**config.mk**
```make
export PLATFORM = sky130hd
export DESIGN_NAME = vg_agen
export DESIGN_NICKNAME = d
export VERILOG_FILES = /design/src/rtl/vg_pkg.sv /design/src/rtl/vg_elem_seq.sv /design/src/rtl/vg_addr_calc.sv /design/src/rtl/vg_assemble.sv /design/src/rtl/vg_agen.sv
export SDC_FILE = /design/constraint.sdc
export NUM_CORES = 2
export LEC_CHECK = 0
export ABC_AREA = 1
export ABC_CLOCK_PERIOD_IN_PS = 4910
export BUFFER_PORTS_ARGS = -buffer_cell sky130_fd_sc_hd__buf_2
export CAP_MARGIN = 20
export CORE_AREA = 3 3 399 401
export CTS_BUF_LIST = sky130_fd_sc_hd__clkbuf_16
export DETAILED_ROUTE_END_ITERATION = 8
export DIE_AREA = 0 0 402 404
export HOLD_SLACK_MARGIN = 0.12
export SLEW_MARGIN = 5
export SYNTH_ARGS = -nofsm -noshare
export SYNTH_HDL_FRONTEND = slang
export SYNTH_HIERARCHICAL = 1
export SYNTH_SLANG_ARGS = --single-unit
```
**constraint.sdc**
```tcl
create_clock -name clk -period 4.91 [get_ports clk]
set_input_delay 0 -clock clk [delete_from_list [all_inputs] [get_ports clk]]
set_output_delay 0 -clock clk [all_outputs]
set_load 0.1 [all_outputs]
```
**src/rtl/vg_pkg.sv**
```systemverilog
package vg_pkg;
   localparam int ADDR_W   = 64;
   localparam int NARROW_W = 32;
   localparam int WIDE_W   = 64;

   typedef enum logic [1:0] {
      AM_16  = 2'd0,
      AM_32  = 2'd1,
      AM_64  = 2'd2,
      AM_64X = 2'd3
   } amode_e;

   function automatic logic [ADDR_W-1:0] clip_addr(input logic [ADDR_W-1:0] a, input amode_e m);
      logic [ADDR_W-1:0] r;
      case (m)
         AM_16:   r = {48'd0, a[15:0]};
         AM_32:   r = {32'd0, a[31:0]};
         default: r = a;
      endcase
      return r;
   endfunction
endpackage

```
**src/rtl/vg_elem_seq.sv**
```systemverilog
module vg_elem_seq #(
   parameter int N  = 8,
   localparam int IW = $clog2(N)
) (
   input  logic          clk,
   input  logic          rst_n,
   input  logic          load_i,
   input  logic [N-1:0]  mask_i,
   input  logic          step_i,
   output logic          any_o,
   output logic [IW-1:0] idx_o,
   output logic          last_o
);
   logic [N-1:0] pend_q;
   logic [N-1:0] low_bit;

   always_comb begin
      idx_o = '0;
      for (int i = N - 1; i >= 0; i--) begin
         if (pend_q[i]) idx_o = IW'(i);
      end
      low_bit = pend_q & (~pend_q + N'(1));
      any_o   = |pend_q;
      last_o  = any_o && (pend_q == low_bit);
   end

   always_ff @(posedge clk or negedge rst_n) begin
      if (!rst_n)
         pend_q <= '0;
      else if (load_i)
         pend_q <= mask_i;
      else if (step_i)
         pend_q <= pend_q & ~low_bit;
   end
endmodule

```
**src/rtl/vg_addr_calc.sv**
```systemverilog
module vg_addr_calc
   import vg_pkg::*;
#(
   parameter int VEC_W  = 256,
   parameter int DISP_W = 32,
   localparam int NN    = VEC_W / NARROW_W,
   localparam int NWD   = VEC_W / WIDE_W,
   localparam int IW    = $clog2(NN)
) (
   input  logic [ADDR_W-1:0] base_i,
   input  logic [DISP_W-1:0] disp_i,
   input  logic [1:0]        scale_i,
   input  logic [VEC_W-1:0]  idx_vec_i,
   input  logic              idx_wide_i,
   input  amode_e            mode_i,
   input  logic [IW-1:0]     elem_i,
   output logic [ADDR_W-1:0] addr_o
);
   logic [ADDR_W-1:0] nidx [NN];
   logic [ADDR_W-1:0] widx [NWD];
   logic [ADDR_W-1:0] sel_idx;
   logic [ADDR_W-1:0] disp_x;
   logic [ADDR_W-1:0] raw;

   for (genvar g = 0; g < NN; g++) begin : g_narrow
      assign nidx[g] = {{(ADDR_W-NARROW_W){idx_vec_i[g*NARROW_W+NARROW_W-1]}},
                        idx_vec_i[g*NARROW_W +: NARROW_W]};
   end
   for (genvar g = 0; g < NWD; g++) begin : g_wide
      assign widx[g] = idx_vec_i[g*WIDE_W +: WIDE_W];
   end

   if (DISP_W < ADDR_W) begin : g_dext
      assign disp_x = {{(ADDR_W-DISP_W){disp_i[DISP_W-1]}}, disp_i};
   end else begin : g_dfull
      assign disp_x = disp_i[ADDR_W-1:0];
   end

   always_comb begin
      sel_idx = '0;
      for (int k = 0; k < NN; k++) begin
         if (!idx_wide_i && elem_i == IW'(k)) sel_idx = nidx[k];
      end
      for (int k = 0; k < NWD; k++) begin
         if (idx_wide_i && elem_i == IW'(k)) sel_idx = widx[k];
      end
      raw    = base_i + disp_x + (sel_idx << scale_i);
      addr_o = clip_addr(raw, mode_i);
   end
endmodule

```
**src/rtl/vg_assemble.sv**
```systemverilog
module vg_assemble
   import vg_pkg::*;
#(
   parameter int VEC_W = 256,
   localparam int NN   = VEC_W / NARROW_W,
   localparam int NWD  = VEC_W / WIDE_W,
   localparam int IW   = $clog2(NN),
   localparam int HALF = VEC_W / 2
) (
   input  logic              clk,
   input  logic              rst_n,
   input  logic              load_i,
   input  logic [VEC_W-1:0]  old_dst_i,
   input  logic              half_clr_i,
   input  logic              wr_en_i,
   input  logic              wr_wide_i,
   input  logic [IW-1:0]     wr_idx_i,
   input  logic [WIDE_W-1:0] wr_data_i,
   output logic [VEC_W-1:0]  dst_o
);
   logic [VEC_W-1:0] dst_q;
   logic [VEC_W-1:0] dst_d;

   always_comb begin
      dst_d = dst_q;
      if (load_i) begin
         dst_d = old_dst_i;
         if (half_clr_i) dst_d[VEC_W-1:HALF] = '0;
      end else if (wr_en_i) begin
         for (int k = 0; k < NN; k++) begin
            if (!wr_wide_i && wr_idx_i == IW'(k))
               dst_d[k*NARROW_W +: NARROW_W] = wr_data_i[NARROW_W-1:0];
         end
         for (int k = 0; k < NWD; k++) begin
            if (wr_wide_i && wr_idx_i == IW'(k))
               dst_d[k*WIDE_W +: WIDE_W] = wr_data_i;
         end
      end
   end

   always_ff @(posedge clk or negedge rst_n) begin
      if (!rst_n) dst_q <= '0;
      else        dst_q <= dst_d;
   end

   assign dst_o = dst_q;
endmodule

```
**src/rtl/vg_agen.sv**
```systemverilog
module vg_agen
   import vg_pkg::*;
#(
   parameter int VEC_W  = 256,
   parameter int DISP_W = 32,
   parameter int NSLOT  = VEC_W / 32
) (
   input  logic              clk,
   input  logic              rst_n,
   input  logic              start_i,
   input  logic [63:0]       base_i,
   input  logic [DISP_W-1:0] disp_i,
   input  logic [1:0]        scale_i,
   input  logic [VEC_W-1:0]  idx_vec_i,
   input  logic              idx_wide_i,
   input  logic              data_wide_i,
   input  logic [1:0]        addr_mode_i,
   input  logic [NSLOT-1:0]  mask_i,
   input  logic [VEC_W-1:0]  old_dst_i,
   output logic              req_valid_o,
   output logic [63:0]       req_addr_o,
   output logic              req_wide_o,
   input  logic              req_ready_i,
   input  logic              rsp_valid_i,
   input  logic [63:0]       rsp_data_i,
   output logic              busy_o,
   output logic              done_o,
   output logic [VEC_W-1:0]  dst_o
);
   localparam int NN = VEC_W / NARROW_W;
   localparam int IW = $clog2(NN);

   if (VEC_W % WIDE_W != 0 || VEC_W < 2 * WIDE_W) begin : g_bad_vec
      $error("VEC_W must be a multiple of 64 and at least 128");
   end
   if (NSLOT != NN) begin : g_bad_slot
      $error("NSLOT must equal VEC_W/32");
   end
   if (DISP_W < 8 || DISP_W > ADDR_W) begin : g_bad_disp
      $error("DISP_W out of range");
   end

   logic [63:0]       base_q;
   logic [DISP_W-1:0] disp_q;
   logic [1:0]        scale_q;
   logic [VEC_W-1:0]  idx_q;
   logic              idx_wide_q;
   logic              data_wide_q;
   amode_e            mode_q;
   logic              busy_q;
   logic              done_q;

   logic              start_acc;
   logic [NN-1:0]     lim_mask;
   logic [NN-1:0]     act_mask;
   logic              iss_any, iss_last, rsp_any, rsp_last;
   logic [IW-1:0]     iss_idx, rsp_idx;
   logic              iss_step, rsp_step;

   assign start_acc = start_i && !busy_q;
   assign lim_mask  = (idx_wide_i || data_wide_i) ? {{(NN/2){1'b0}}, {(NN/2){1'b1}}}
                                                  : {NN{1'b1}};
   assign act_mask  = mask_i & lim_mask;

   always_ff @(posedge clk or negedge rst_n) begin
      if (!rst_n) begin
         base_q      <= '0;
         disp_q      <= '0;
         scale_q     <= '0;
         idx_q       <= '0;
         idx_wide_q  <= 1'b0;
         data_wide_q <= 1'b0;
         mode_q      <= AM_64;
      end else if (start_acc) begin
         base_q      <= base_i;
         disp_q      <= disp_i;
         scale_q     <= scale_i;
         idx_q       <= idx_vec_i;
         idx_wide_q  <= idx_wide_i;
         data_wide_q <= data_wide_i;
         mode_q      <= amode_e'(addr_mode_i);
      end
   end

   assign iss_step = req_valid_o && req_ready_i;
   assign rsp_step = rsp_valid_i && busy_q && rsp_any;

   always_ff @(posedge clk or negedge rst_n) begin
      if (!rst_n) begin
         busy_q <= 1'b0;
         done_q <= 1'b0;
      end else begin
         done_q <= (start_acc && !(|act_mask)) || (rsp_step && rsp_last);
         if (start_acc)
            busy_q <= |act_mask;
         else if (rsp_step && rsp_last)
            busy_q <= 1'b0;
      end
   end

   vg_elem_seq #(.N(NN)) u_iss (
      .clk(clk), .rst_n(rst_n), .load_i(start_acc), .mask_i(act_mask),
      .step_i(iss_step), .any_o(iss_any), .idx_o(iss_idx), .last_o(iss_last)
   );

   vg_elem_seq #(.N(NN)) u_rsp (
      .clk(clk), .rst_n(rst_n), .load_i(start_acc), .mask_i(act_mask),
      .step_i(rsp_step), .any_o(rsp_any), .idx_o(rsp_idx), .last_o(rsp_last)
   );

   vg_addr_calc #(.VEC_W(VEC_W), .DISP_W(DISP_W)) u_addr (
      .base_i(base_q), .disp_i(disp_q), .scale_i(scale_q), .idx_vec_i(idx_q),
      .idx_wide_i(idx_wide_q), .mode_i(mode_q), .elem_i(iss_idx), .addr_o(req_addr_o)
   );

   vg_assemble #(.VEC_W(VEC_W)) u_asm (
      .clk(clk), .rst_n(rst_n), .load_i(start_acc), .old_dst_i(old_dst_i),
      .half_clr_i(idx_wide_i && !data_wide_i), .wr_en_i(rsp_step),
      .wr_wide_i(data_wide_q), .wr_idx_i(rsp_idx), .wr_data_i(rsp_data_i), .dst_o(dst_o)
   );

   assign req_valid_o = busy_q && iss_any;
   assign req_wide_o  = data_wide_q;
   assign busy_o      = busy_q;
   assign done_o      = done_q;
endmodule

```
==> impl_metrics.sql <==
INSERT INTO impl_metrics (metric_group, metric, value, unit) VALUES
('outcome', 'outcome', 'finished with violations', ''),
('outcome', 'failed_checks', 'negative setup slack', ''),
('final_layout', 'seq_area', '15800', 'µm²'),
('timing', 'period_minus_slack', '6.02', 'ns'),
('timing', 'worstMarginPinSlew', '1.21', 'ns'),
('timing', 'hold_ws', '0.140', 'ns'),
('critical_path', 'path_common_cell', 'sky130_fd_sc_hd__nand2_2', ''),
('timing', 'rsz_0062_raised_after_global_routing', 'yes', ''),
('final_layout', 'multiInputGateArea', '24600', 'µm²'),
('critical_path', 'cp.required', '4.91', 'ns'),
('hold_path', 'hp-class', 'input pin to flip-flop', ''),
('final_layout', 'flow.area_growth_from_synthesis', '77.3', '%'),
('yosys', 'cells_after_synth', '5884', ''),
('yosys', 'synth.avg_cell_area', '6.78', 'µm²'),
('detailed_routing', 'drt_first_iter_violations', '6586', ''),
('global_routing', 'grt_start_max_net_pins', '235', ''),
('floorplanning', 'initial_utilization', '25.6', '%'),
('final_layout', 'drive_above_1_share', '28.1', '%'),
('final_layout', 'layout.cells.most_common', 'sky130_fd_sc_hd__nand2_1', ''),
('floorplanning', 'chipHeight', '404', 'µm'),
('clocking', 'tritoncts_clock_tree', 'done', ''),
('clocking', 'cts_num_sinks', '632', ''),
('placed_design', 'dp_hpwl', '219', 'mm'),
('critical_path', 'worstSetupStartpointType', 'flip-flop', ''),
('detailed_routing', 'route.antenna.remaining_nets', '0', ''),
('critical_path', 'critical_path.slowest_cell', 'sky130_fd_sc_hd__fa_1', ''),
('placed_design', 'port_buffers', '1014', ''),
('floorplanning', 'fp.dieW', '402', 'µm'),
('yosys', 'postSynthNetCount', '6701', ''),
('timing', 'setup_tns', '-48.27', 'ns'),
('clocking', 'cts_inserted_buffers', '83', ''),
('clocking', 'cts.reportedPaths.clkPinSlew', '0.06', 'ns'),
('timing', 'setup_violations', '60', ''),
('global_routing', 'overflow_left_after_global_routing', '0', ''),
('clocking', 'cts_buffer_depth', '3', ''),
('critical_path', 'end_kind', 'output port', ''),
('detailed_routing', 'post-route-drc-count', '0', ''),
('floorplanning', 'io_pins', '1015', ''),
('detailed_routing', 'drt-wirelength-per-cell', '27.2', 'µm'),
('detailed_routing', 'detail_route.first_pass.iterations', '6', ''),
('final_layout', 'most_frequent_cells_in_the_layout', 'sky130_fd_sc_hd__nand2_1 (2693), sky130_fd_sc_hd__dlygate4sd3_1 (1182), sky130_fd_sc_hd__buf_2 (949), sky130_fd_sc_hd__dfrtp_1 (627), sky130_fd_sc_hd__buf_4 (501)', ''),
('timing', 'fmaxAchievable', '0.166', 'GHz'),
('critical_path', 'cp_max_fanout', '7', ''),
('critical_path', 'worstSetupPathType', 'flip-flop to output port', ''),
('timing', 'setup_ws', '-1.11', 'ns'),
('clocking', 'cts_max_level', '3', ''),
('floorplanning', 'std_cell_rows', '145', ''),
('floorplanning', 'die-area', '162000', 'µm²'),
('clocking', 'root_buffer', 'sky130_fd_sc_hd__clkbuf_16', ''),
('global_routing', 'grt.total_usage', '34.5', '%'),
('yosys', 'synthesis.area', '39900', 'µm²'),
('timing', 'final.setup_skew', '0.0668', 'ns'),
('detailed_routing', 'avgViaCountPerCell', '5.14', ''),
('detailed_routing', 'drt_wl_total', '290', 'mm'),
('final_layout', 'postLayoutCoreUtil', '45.3', '%'),
('global_routing', 'antenna_found_initial', '115', ''),
('timing', 'count_of_endpoints_failing_hold_in_the_final_timing_report', '0', ''),
('placed_design', 'pre_cts_slack', '-0.778', 'ns'),
('timing', 'max-slew-margin-rel', '19.4', '%'),
('critical_path', 'critPathMaxStageDelay', '0.47', 'ns'),
('floorplanning', 'design.core.area', '156000', 'µm²'),
('detailed_routing', 'route.vias.total', '54700', ''),
('yosys', 'yosys_warnings', '6', ''),
('clocking', 'clk_latency', '0.75', 'ns'),
('global_routing', 'grt_pass1_vias', '54200', ''),
('timing', 'final.period_utilization', '123', '%'),
('global_routing', 'grt_first_pass_wirelength', '402', 'mm'),
('placed_design', 'place_congestion', '1.02', ''),
('job', 'maxCapViolations', '0', ''),
('final_layout', 'design.final.nets', '9262', ''),
('critical_path', 'critical_path_arrival', '6.02', 'ns'),
('final_layout', 'layout_filler_cell_count', '15500', ''),
('timing', 'maxSlewViolCount', '0', '');
-- path summary, 6_finish.rpt --
kind,slack (ns),endpoint,startpoint,cells after the start
setup / recovery,-1.11,req_addr_o[35],u_iss/pend_q[3],35
hold / removal,0.14,base_q[10],base_i[10],4
setup reg to reg,0.34,u_asm/dst_o[112],u_rsp/pend_q[6],15
hold reg to reg,0.47,u_asm/dst_o[216],u_asm/dst_o[216],2
max in group asynchronous,3.34,idx_q[10],rst_n,4
min in group asynchronous,0.65,idx_q[39],rst_n,4
-- registers in the layout, indices dropped and copies added, names as in the netlist --
| register | cells |
|---|---|
| base_q | 64 |
| busy_o | 1 |
| disp_q | 32 |
| done_o | 1 |
| idx_q | 256 |
| idx_wide_q | 1 |
| mode_q | 2 |
| req_wide_o | 1 |
| scale_q | 2 |
| u_asm/dst_o | 256 |
| u_iss/pend_q | 8 |
| u_rsp/pend_q | 8 |
-- critical path: cells and delay by family, from the launching register on --
kind	cells	cell delay, ns
compound gates	7	1.03
simple gates	16	1.63
fa+ha+maj	2	0.78
buf+inv	10	1.47
flops	1	0.40
-- routing by layer --
metal / global-route usage [%] / vias up / wire [µm]
met5: 0.149 / - / 204
met1: 43.8 / 26400 / 115000
met4: 21.3 / 30 / 21700
met2: 52.8 / 3259 / 127000
met3: 8.21 / 927 / 25400
li1: - / 24000 / -
-- what timing repair did --
| action | in CTS | in global routing |
|---|---|---|
| resized for setup | 489 | 275 |
| gates cloned | 5 | 2 |
| hold buffers | 1183 | 0 |
| endpoints found under the setup margin | 61 | 62 |
| setup buffers | 44 | 40 |
| endpoints found under the hold margin | 1101 | 0 |
| pin swaps | 96 | 83 |
-- through the flow --
step           std cells  area [µm²]
2_1_floorplan       5884       40300
3_3_place_gp        9148       52000
3_5_place_dp        9149       52000
4_1_cts            10500       69100
5_1_grt            10600       70600
6_report           10600       70700
-- area by class of cell --
class | count | share of cell area (%)
clock inverter | 64 | 1.04
multi-input combinational | 4558 | 34.8
inverter | 376 | 2.03
clock buffer | 83 | 2.94
timing repair buffer | 2794 | 32.9
sequential | 632 | 22.4
tap | 2058 | 3.64
antenna | 67 | 0.237
Power is left out: the tool's default activity adds up to more than one toggle a clock period on the data nets, which glitch-free logic cannot reach.
